File: src/rtl/sysctl_pkg.sv
package sysctl_pkg;

   localparam int unsigned OFF_SYS_ID  = 32'h000;
   localparam int unsigned OFF_OSC0    = 32'h00C;
   localparam int unsigned OFF_LOCK    = 32'h020;
   localparam int unsigned OFF_FL_SET  = 32'h030;
   localparam int unsigned OFF_FL_CLR  = 32'h034;
   localparam int unsigned OFF_NV_SET  = 32'h038;
   localparam int unsigned OFF_NV_CLR  = 32'h03C;
   localparam int unsigned OFF_RST_CTL = 32'h040;
   localparam int unsigned OFF_TICK    = 32'h05C;
   localparam int unsigned OFF_PROC_ID = 32'h084;

   localparam int unsigned MAX_OSC = 5;
   localparam int unsigned NUM_SCR = 6;

   localparam logic [15:0] UNLOCK_KEY = 16'hA05F;

   // byte offsets of the plain storage words
   function automatic int unsigned scr_offset(input int unsigned idx);
      case (idx)
         0: return 32'h028;
         1: return 32'h02C;
         2: return 32'h044;
         3: return 32'h04C;
         4: return 32'h050;
         default: return 32'h054;
      endcase
   endfunction

   typedef struct packed {
      logic sys_id;
      logic proc_id;
      logic lock;
      logic fl_set;
      logic fl_clr;
      logic nv_set;
      logic nv_clr;
      logic rst_ctl;
      logic tick;
      logic valid;
   } sel_t;

endpackage

File: src/rtl/sysctl_decode.sv
module sysctl_decode
   import sysctl_pkg::*;
#(
   parameter int unsigned ADDR_W  = 12,
   parameter int unsigned NUM_OSC = 5
) (
   input  logic [ADDR_W-1:0]          addr,
   output sel_t                       sel,
   output logic [NUM_OSC-1:0]         osc_sel,
   output logic [NUM_SCR-1:0]         scr_sel
);

   logic aligned;
   logic fixed_hit;

   assign aligned = (addr[1:0] == 2'b00);

   for (genvar gi = 0; gi < NUM_OSC; gi++) begin : g_osc_dec
      assign osc_sel[gi] = aligned && (addr == ADDR_W'(OFF_OSC0 + 4 * gi));
   end

   for (genvar gs = 0; gs < NUM_SCR; gs++) begin : g_scr_dec
      assign scr_sel[gs] = aligned && (addr == ADDR_W'(scr_offset(gs)));
   end

   always_comb begin
      sel         = '0;
      sel.sys_id  = aligned && (addr == ADDR_W'(OFF_SYS_ID));
      sel.proc_id = aligned && (addr == ADDR_W'(OFF_PROC_ID));
      sel.lock    = aligned && (addr == ADDR_W'(OFF_LOCK));
      sel.fl_set  = aligned && (addr == ADDR_W'(OFF_FL_SET));
      sel.fl_clr  = aligned && (addr == ADDR_W'(OFF_FL_CLR));
      sel.nv_set  = aligned && (addr == ADDR_W'(OFF_NV_SET));
      sel.nv_clr  = aligned && (addr == ADDR_W'(OFF_NV_CLR));
      sel.rst_ctl = aligned && (addr == ADDR_W'(OFF_RST_CTL));
      sel.tick    = aligned && (addr == ADDR_W'(OFF_TICK));
      fixed_hit   = sel.sys_id | sel.proc_id | sel.lock | sel.fl_set | sel.fl_clr
                  | sel.nv_set | sel.nv_clr | sel.rst_ctl | sel.tick;
      sel.valid   = fixed_hit | (|osc_sel) | (|scr_sel);
   end

endmodule

File: src/rtl/sysctl_lock.sv
module sysctl_lock
   import sysctl_pkg::*;
(
   input  logic        clk,
   input  logic        rst_n,
   input  logic        wr_en,
   input  logic [31:0] wdata,
   output logic        unlocked,
   output logic [31:0] rd_val
);

   logic [15:0] key_q;

   always_ff @(posedge clk or negedge rst_n) begin
      if (!rst_n) begin
         key_q <= '0;
      end else if (wr_en) begin
         if (wdata == {16'h0000, UNLOCK_KEY}) key_q <= UNLOCK_KEY;
         else                                 key_q <= {1'b0, wdata[14:0]};
      end
   end

   assign unlocked = (key_q == UNLOCK_KEY);
   assign rd_val   = {15'b0, ~unlocked, key_q};

endmodule

File: src/rtl/sysctl_setclr.sv
module sysctl_setclr #(
   parameter int unsigned W = 32
) (
   input  logic         clk,
   input  logic         rst_n,
   input  logic         set_en,
   input  logic         clr_en,
   input  logic [W-1:0] mask,
   output logic [W-1:0] q
);

   logic [W-1:0] set_m;
   logic [W-1:0] clr_m;

   assign set_m = set_en ? mask : '0;
   assign clr_m = clr_en ? mask : '0;

   always_ff @(posedge clk or negedge rst_n) begin
      if (!rst_n)                q <= '0;
      else if (set_en || clr_en) q <= (q | set_m) & ~clr_m;
   end

endmodule

File: src/rtl/sysctl_tick.sv
module sysctl_tick #(
   parameter int unsigned CLK_HZ  = 48_000_000,
   parameter int unsigned TICK_HZ = 24_000_000,
   parameter int unsigned CNT_W   = 32
) (
   input  logic             clk,
   input  logic             rst_n,
   output logic [CNT_W-1:0] count
);

   localparam int unsigned ACC_W = $clog2(CLK_HZ) + 1;

   if (TICK_HZ == CLK_HZ) begin : g_direct
      always_ff @(posedge clk or negedge rst_n) begin
         if (!rst_n) count <= '0;
         else        count <= count + 1'b1;
      end
   end else begin : g_phase
      logic [ACC_W-1:0] acc_q;
      logic [ACC_W-1:0] acc_sum;
      logic             wrap;

      assign acc_sum = acc_q + ACC_W'(TICK_HZ);
      assign wrap    = (acc_sum >= ACC_W'(CLK_HZ));

      always_ff @(posedge clk or negedge rst_n) begin
         if (!rst_n) begin
            acc_q <= '0;
            count <= '0;
         end else if (wrap) begin
            acc_q <= acc_sum - ACC_W'(CLK_HZ);
            count <= count + 1'b1;
         end else begin
            acc_q <= acc_sum;
         end
      end
   end

endmodule

File: src/rtl/sys_ctrl_bank.sv
module sys_ctrl_bank
   import sysctl_pkg::*;
#(
   parameter int unsigned ADDR_W   = 12,
   parameter logic [31:0] SYS_ID   = 32'h1780_0500,
   parameter logic [31:0] PROC_ID  = 32'h0C00_0000,
   parameter int unsigned NUM_OSC  = 5,
   parameter logic [31:0] OSC_RST  = 32'h0,
   parameter int unsigned FLAG_W   = 32,
   parameter int unsigned RSTCTL_W = 8,
   parameter int unsigned CLK_HZ   = 48_000_000,
   parameter int unsigned TICK_HZ  = 24_000_000
) (
   input  logic              clk,
   input  logic              rst_n,
   input  logic              por_n,
   input  logic [ADDR_W-1:0] bus_addr,
   input  logic              bus_wr,
   input  logic              bus_rd,
   input  logic [31:0]       bus_wdata,
   output logic [31:0]       bus_rdata,
   output logic              bus_err,
   output logic              rst_req
);

   localparam int unsigned CNT_W = 32;

   if (ADDR_W < 8 || ADDR_W > 16) begin : g_bad_addr
      $error("ADDR_W must lie in 8..16");
   end
   if (NUM_OSC < 1 || NUM_OSC > MAX_OSC) begin : g_bad_osc
      $error("NUM_OSC must lie in 1..5");
   end
   if (FLAG_W < 1 || FLAG_W > 32) begin : g_bad_flag
      $error("FLAG_W must lie in 1..32");
   end
   if (RSTCTL_W < 1 || RSTCTL_W > 32) begin : g_bad_rc
      $error("RSTCTL_W must lie in 1..32");
   end
   if (TICK_HZ < 1 || TICK_HZ > CLK_HZ) begin : g_bad_tick
      $error("TICK_HZ must lie in 1..CLK_HZ");
   end

   sel_t                 sel;
   logic [NUM_OSC-1:0]   osc_sel;
   logic [NUM_SCR-1:0]   scr_sel;
   logic                 unlocked;
   logic [31:0]          lock_rd;
   logic [FLAG_W-1:0]    vflag_q;
   logic [FLAG_W-1:0]    nvflag_q;
   logic [CNT_W-1:0]     tick_cnt;
   logic [RSTCTL_W-1:0]  rstc_q;
   logic [31:0]          osc_q [NUM_OSC];
   logic [31:0]          scr_q [NUM_SCR];
   logic [31:0]          rmux;
   logic                 rstc_take;

   sysctl_decode #(.ADDR_W(ADDR_W), .NUM_OSC(NUM_OSC)) u_dec (
      .addr    (bus_addr),
      .sel     (sel),
      .osc_sel (osc_sel),
      .scr_sel (scr_sel)
   );

   sysctl_lock u_lock (
      .clk      (clk),
      .rst_n    (rst_n),
      .wr_en    (bus_wr & sel.lock),
      .wdata    (bus_wdata),
      .unlocked (unlocked),
      .rd_val   (lock_rd)
   );

   sysctl_setclr #(.W(FLAG_W)) u_vflags (
      .clk    (clk),
      .rst_n  (rst_n),
      .set_en (bus_wr & sel.fl_set),
      .clr_en (bus_wr & sel.fl_clr),
      .mask   (bus_wdata[FLAG_W-1:0]),
      .q      (vflag_q)
   );

   sysctl_setclr #(.W(FLAG_W)) u_nvflags (
      .clk    (clk),
      .rst_n  (por_n),
      .set_en (bus_wr & sel.nv_set),
      .clr_en (bus_wr & sel.nv_clr),
      .mask   (bus_wdata[FLAG_W-1:0]),
      .q      (nvflag_q)
   );

   sysctl_tick #(.CLK_HZ(CLK_HZ), .TICK_HZ(TICK_HZ), .CNT_W(CNT_W)) u_tick (
      .clk   (clk),
      .rst_n (por_n),
      .count (tick_cnt)
   );

   for (genvar gi = 0; gi < NUM_OSC; gi++) begin : g_osc
      always_ff @(posedge clk or negedge rst_n) begin
         if (!rst_n)                      osc_q[gi] <= OSC_RST;
         else if (bus_wr && osc_sel[gi])  osc_q[gi] <= bus_wdata;
      end
   end

   for (genvar gs = 0; gs < NUM_SCR; gs++) begin : g_scr
      always_ff @(posedge clk or negedge rst_n) begin
         if (!rst_n)                      scr_q[gs] <= '0;
         else if (bus_wr && scr_sel[gs])  scr_q[gs] <= bus_wdata;
      end
   end

   assign rstc_take = bus_wr & sel.rst_ctl & unlocked;

   always_ff @(posedge clk or negedge rst_n) begin
      if (!rst_n) begin
         rstc_q  <= '0;
         rst_req <= 1'b0;
         bus_err <= 1'b0;
      end else begin
         if (rstc_take) rstc_q <= bus_wdata[RSTCTL_W-1:0];
         rst_req <= rstc_take;
         bus_err <= (bus_wr | bus_rd) & ~sel.valid;
      end
   end

   always_comb begin
      rmux = '0;
      if (sel.sys_id)  rmux = SYS_ID;
      if (sel.proc_id) rmux = PROC_ID;
      if (sel.lock)    rmux = lock_rd;
      if (sel.fl_set)  rmux = 32'(vflag_q);
      if (sel.nv_set)  rmux = 32'(nvflag_q);
      if (sel.rst_ctl) rmux = 32'(rstc_q);
      if (sel.tick)    rmux = 32'(tick_cnt);
      for (int i = 0; i < NUM_OSC; i++) begin
         if (osc_sel[i]) rmux = osc_q[i];
      end
      for (int j = 0; j < NUM_SCR; j++) begin
         if (scr_sel[j]) rmux = scr_q[j];
      end
   end

   assign bus_rdata = bus_rd ? rmux : 32'h0;

endmodule

File: config.mk
export PLATFORM = sky130hd
export DESIGN_NAME = sys_ctrl_bank
export DESIGN_NICKNAME = d
export VERILOG_FILES = /design/src/rtl/sysctl_pkg.sv /design/src/rtl/sysctl_decode.sv /design/src/rtl/sysctl_lock.sv /design/src/rtl/sysctl_setclr.sv /design/src/rtl/sysctl_tick.sv /design/src/rtl/sys_ctrl_bank.sv
export SDC_FILE = /design/constraint.sdc
export NUM_CORES = 1
export LEC_CHECK = 0
export BUFFER_PORTS_ARGS = -buffer_cell sky130_fd_sc_hd__buf_2
export CAP_MARGIN = 10
export CORE_MARGIN = 2
export CORE_UTILIZATION = 46
export DETAILED_ROUTE_END_ITERATION = 10
export GPL_TIMING_DRIVEN = 1
export PLACE_DENSITY = 0.66
export REMOVE_ABC_BUFFERS = 1
export SLEW_MARGIN = 20
export SYNTH_ARGS = -nofsm -noshare
export SYNTH_HDL_FRONTEND = slang
export SYNTH_SLANG_ARGS = --single-unit
File: constraint.sdc
create_clock -name clk -period 3.2 [get_ports clk]
set_clock_uncertainty 0.1 [all_clocks]
set_input_delay 0.16 -clock clk [delete_from_list [all_inputs] [get_ports clk]]
set_output_delay 0.16 -clock clk [all_outputs]
set_load 0.02 [all_outputs]
==> run_results.csv <==
group,metric,value,unit
sta,rsz0062_at_grt,"yes",
critical_path,reg2reg_slack,0.09,ns
clocking,cts_tree,"built",
logic_synthesis,async_reset_ff_share,100.0,%
sta,slew_headroom,20.47,%
power_and_ir_drop,p_sw,2.851,mW
power_and_ir_drop,p_int,10.01,mW
global_route,antenna_found_initial,1,
power_and_ir_drop,irDropWorstVdd,0.0003652,V
clocking,cts_made_buffers,52,
cells_and_area,fin_nets,2277,
run,cap_violations,0,
sta,setup_tns,0,ns
clocking,ctsLongestPathBuffers,3,
logic_synthesis,ys_seq_area_share,52.61,%
logic_synthesis,yosys_warnings,0,
critical_path,arrival,3.48,ns
power_and_ir_drop,switching_share,22.17,%
critical_path,crit_fanout,17,
floorplanning,die_y,229.6,um
cells_and_area,final_util,55.89,%
clocking,clock_latency,0.60,ns
critical_path,rr_endpoint,"u_tick.g_phase.acc_q[11]$_DFF_PN0_",
routing,wl,70340,um
floorplanning,dieArea,0.05270,mm2
sta,worstMarginPinSlew,1.190,ns
sta,hold_viol_final,0,
cells_and_area,n_antenna_cell,0,
cells_and_area,synthToLayoutAreaGrowth,19.82,%
sta,worst_slack,0.09099,ns
clocking,cts.sinks,492,
floorplanning,initial_core_util,46.65,%
place,gp_congestion,0.9294,
place,port_buffers,82,
place,pre_cts_ws,-0.07929,ns
cells_and_area,multi_input_area,0.01073,mm2
cells_and_area,fillCellCount,4246,
run_status,status,"complete, no violations",
power_and_ir_drop,power_density,458.5,mW/mm2
logic_synthesis,synth.area.top_cells,"dfrtp_1 (53%), mux2_2 (19%), a21oi_1 (4.8%)",
power_and_ir_drop,clkPwrFrac,47.4,%
routing,vias,17811,
clocking,htreeDepth,2,
floorplanning,top_level_ports,83,
critical_path,crit_type,"flop to flop",
logic_synthesis,syn_inst,2044,
clocking,path_clk_slew,0.06,ns
place,dp_hpwl,46590,um
cells_and_area,final_cells,2932,
global_route,grt_overflow,0,
logic_synthesis,synthFlopType,"dfrtp_1",
critical_path,worstPathRequired,3.57,ns
sta,min_period,3.109,ns
floorplanning,dieWidth,229.6,um
logic_synthesis,yosysMostFrequentCell,"dfrtp_1",
routing,drt-wirelength-per-cell,23.99,um
logic_synthesis,synth_edf_count,0,
routing,via_per_inst,6.075,
cells_and_area,drive_gt1_share,35.40,%
logic_synthesis,synthTopCellsByCount,"dfrtp_1 (492), mux2_2 (390), a21oi_1 (223)",
power_and_ir_drop,p_leak,13.68,nW
sta,finalSetupViolations,0,
logic_synthesis,synth_top_cell_by_area,"dfrtp_1",
critical_path,r2r_start,"u_tick.g_phase.acc_q[9]$_DFF_PN0_",
routing,drt_pass1_iterations,5,
critical_path,start_kind,"flop",
cells_and_area,seqCellArea,0.01231,mm2
global_route,grtUsageTotal,26.79,%
sta,timing.fmax,0.3216,GHz
logic_synthesis,ys_seq_elements,492,
power_and_ir_drop,finalPower,12.86,mW
routing,ant_nets,0,
power_and_ir_drop,p_seq_share,48.7,%
floorplanning,placementRows,82,
logic_synthesis,netlist_area,0.02340,mm2
routing,drtIter0Drc,1464,
place,placed_cells,2807,
critical_path,reg2reg_depth,12,
floorplanning,core,0.05017,mm2
global_route,grt_pass1_wl,108500,um
global_route,grt_pass1_vias,18191,
hold_path,min_path_type,"input port to asynchronous set/reset pin",
logic_synthesis,syn_area_per_cell,11.45,um2
sta,slew_viol_final,0,
critical_path,end_kind,"flop",
power_and_ir_drop,p_comb_share,3.9,%
logic_synthesis,synth.distinct_cells,79,
clocking,cts-root-buf,"clkbuf_16",
sta,min_period_over_period,97.16,%
routing,drc,0,
global_route,grt_max_degree,107,
logic_synthesis,yosys.area.top_type_share,52.61,%
-- registers in the layout, indices dropped and copies added, names as in the netlist --
signal	count
osc_q	160
bus_err	1
u_nvflags.q	32
u_tick.count	32
u_lock.key_q	16
u_vflags.q	32
rstc_q	8
rst_req	1
u_tick.g_phase.acc_q	18
scr_q	192
-- cell usage in the layout (no fill, tap or decap), drive strengths merged, types with 29 or more instances in the layout --
cell and count:
o21ai 63, nand2 136, xnor2 40, o22ai 29, dlygate4sd3 34, nand3 30, a221oi 36, mux2i 34
mux2 390, and3 32, nor2 83, buf 258, a21oi 223, dfrtp 492, clkbuf 81
-- metal layers --
layer | vias up | track usage (%) | wire [um] | share of wire (%)
met5 | - | 0 | 0 | 0
met4 | 0 | 10.09 | 2311 | 3.3
met3 | 131 | 4.445 | 4912 | 7.0
met2 | 631 | 42.75 | 32770 | 47
met1 | 9183 | 36.76 | 30340 | 43
li1 | 7866 | - | - | -
-- critical path, stage by stage (launching register included) --
cell and delay [ns]:
dfrtp_1 0.38, inv_2 0.08, ha_4 0.14, and2b_2 0.25, o21ai_0 0.30, a2bb2oi_2 0.10, o32ai_2 0.38, and4b_1 0.28
or4_4 0.14, and2_4 0.15, buf_12 0.18, buf_4 0.16, mux2_2 0.33
-- area by class of cell --
cell class	instances	area share [%]
clock buffer	81	5.783
clock inverter	9	0.4016
inverter	18	0.2409
multi-input combinational	1368	38.26
sequential	492	43.91
tap	672	2.998
timing repair buffer	292	8.411
-- power groups by stage --
stage	logic, mW	registers (mW)	clock network [mW]
6_report	0.507	6.26	6.09
5_1_grt	0.556	6.26	6.46
4_1_cts	0.509	6.26	6.21
3_5_place_dp	0.475	6.37	0
3_3_place_gp	0.461	6.37	0
2_1_floorplan	0.0804	6.37	0
-- logic make-up (layout without fill, tap and decap cells) --
kind of cell               after synthesis  after routing  share of synthesized area, %
adders and majority gates                4              4                        0.2139
and+or+nand+nor                        388            388                         8.239
muxes                                  424            424                         20.22
AOI/OAI and AO/OA                      493            493                         13.35
xor gates and xnor gates                59             59                         2.240
buffers and inverters                  184            400                         3.128
DFF                                    492            492                         52.61
-- stage by stage --
step	hold slack, ns	cell area (um2)
3_5_place_dp	0.2108	25600
3_3_place_gp	0.1980	25600
5_1_grt	0.09432	28040
4_1_cts	0.04226	27790
6_report	0.08104	28040
2_1_floorplan	-0.2356	22740
-- how the worst max path moves through the flow --
stage                                                   from                                  to  slack (ns)  depth (start not counted)
final                      u_tick.g_phase.acc_q[9]$_DFF_PN0_  u_tick.g_phase.acc_q[11]$_DFF_PN0_        0.09                         12
after global routing      u_tick.g_phase.acc_q[10]$_DFF_PN0_  u_tick.g_phase.acc_q[11]$_DFF_PN0_       -0.04                         12
after CTS                  u_tick.g_phase.acc_q[9]$_DFF_PN0_        u_tick.count[13]$_DFFE_PN0N_       0.004                         12
after detailed placement   u_tick.g_phase.acc_q[9]$_DFF_PN0_        u_tick.count[25]$_DFFE_PN0N_       -0.08                         13
after global placement                           bus_addr[9]                       bus_rdata[29]       -0.06                         13
after floorplan                                  bus_addr[9]                       bus_rdata[17]       -0.61                          9
-- what timing repair did --
action	in CTS	in global routing
gates cloned	0	0
buffers inserted	0	1
hold buffers	34	0
pin swaps	4	15
resized for setup	23	56
endpoints found under the hold margin	498	0
endpoints found under the setup margin	16	61
(Power assumes the default switching activity.)
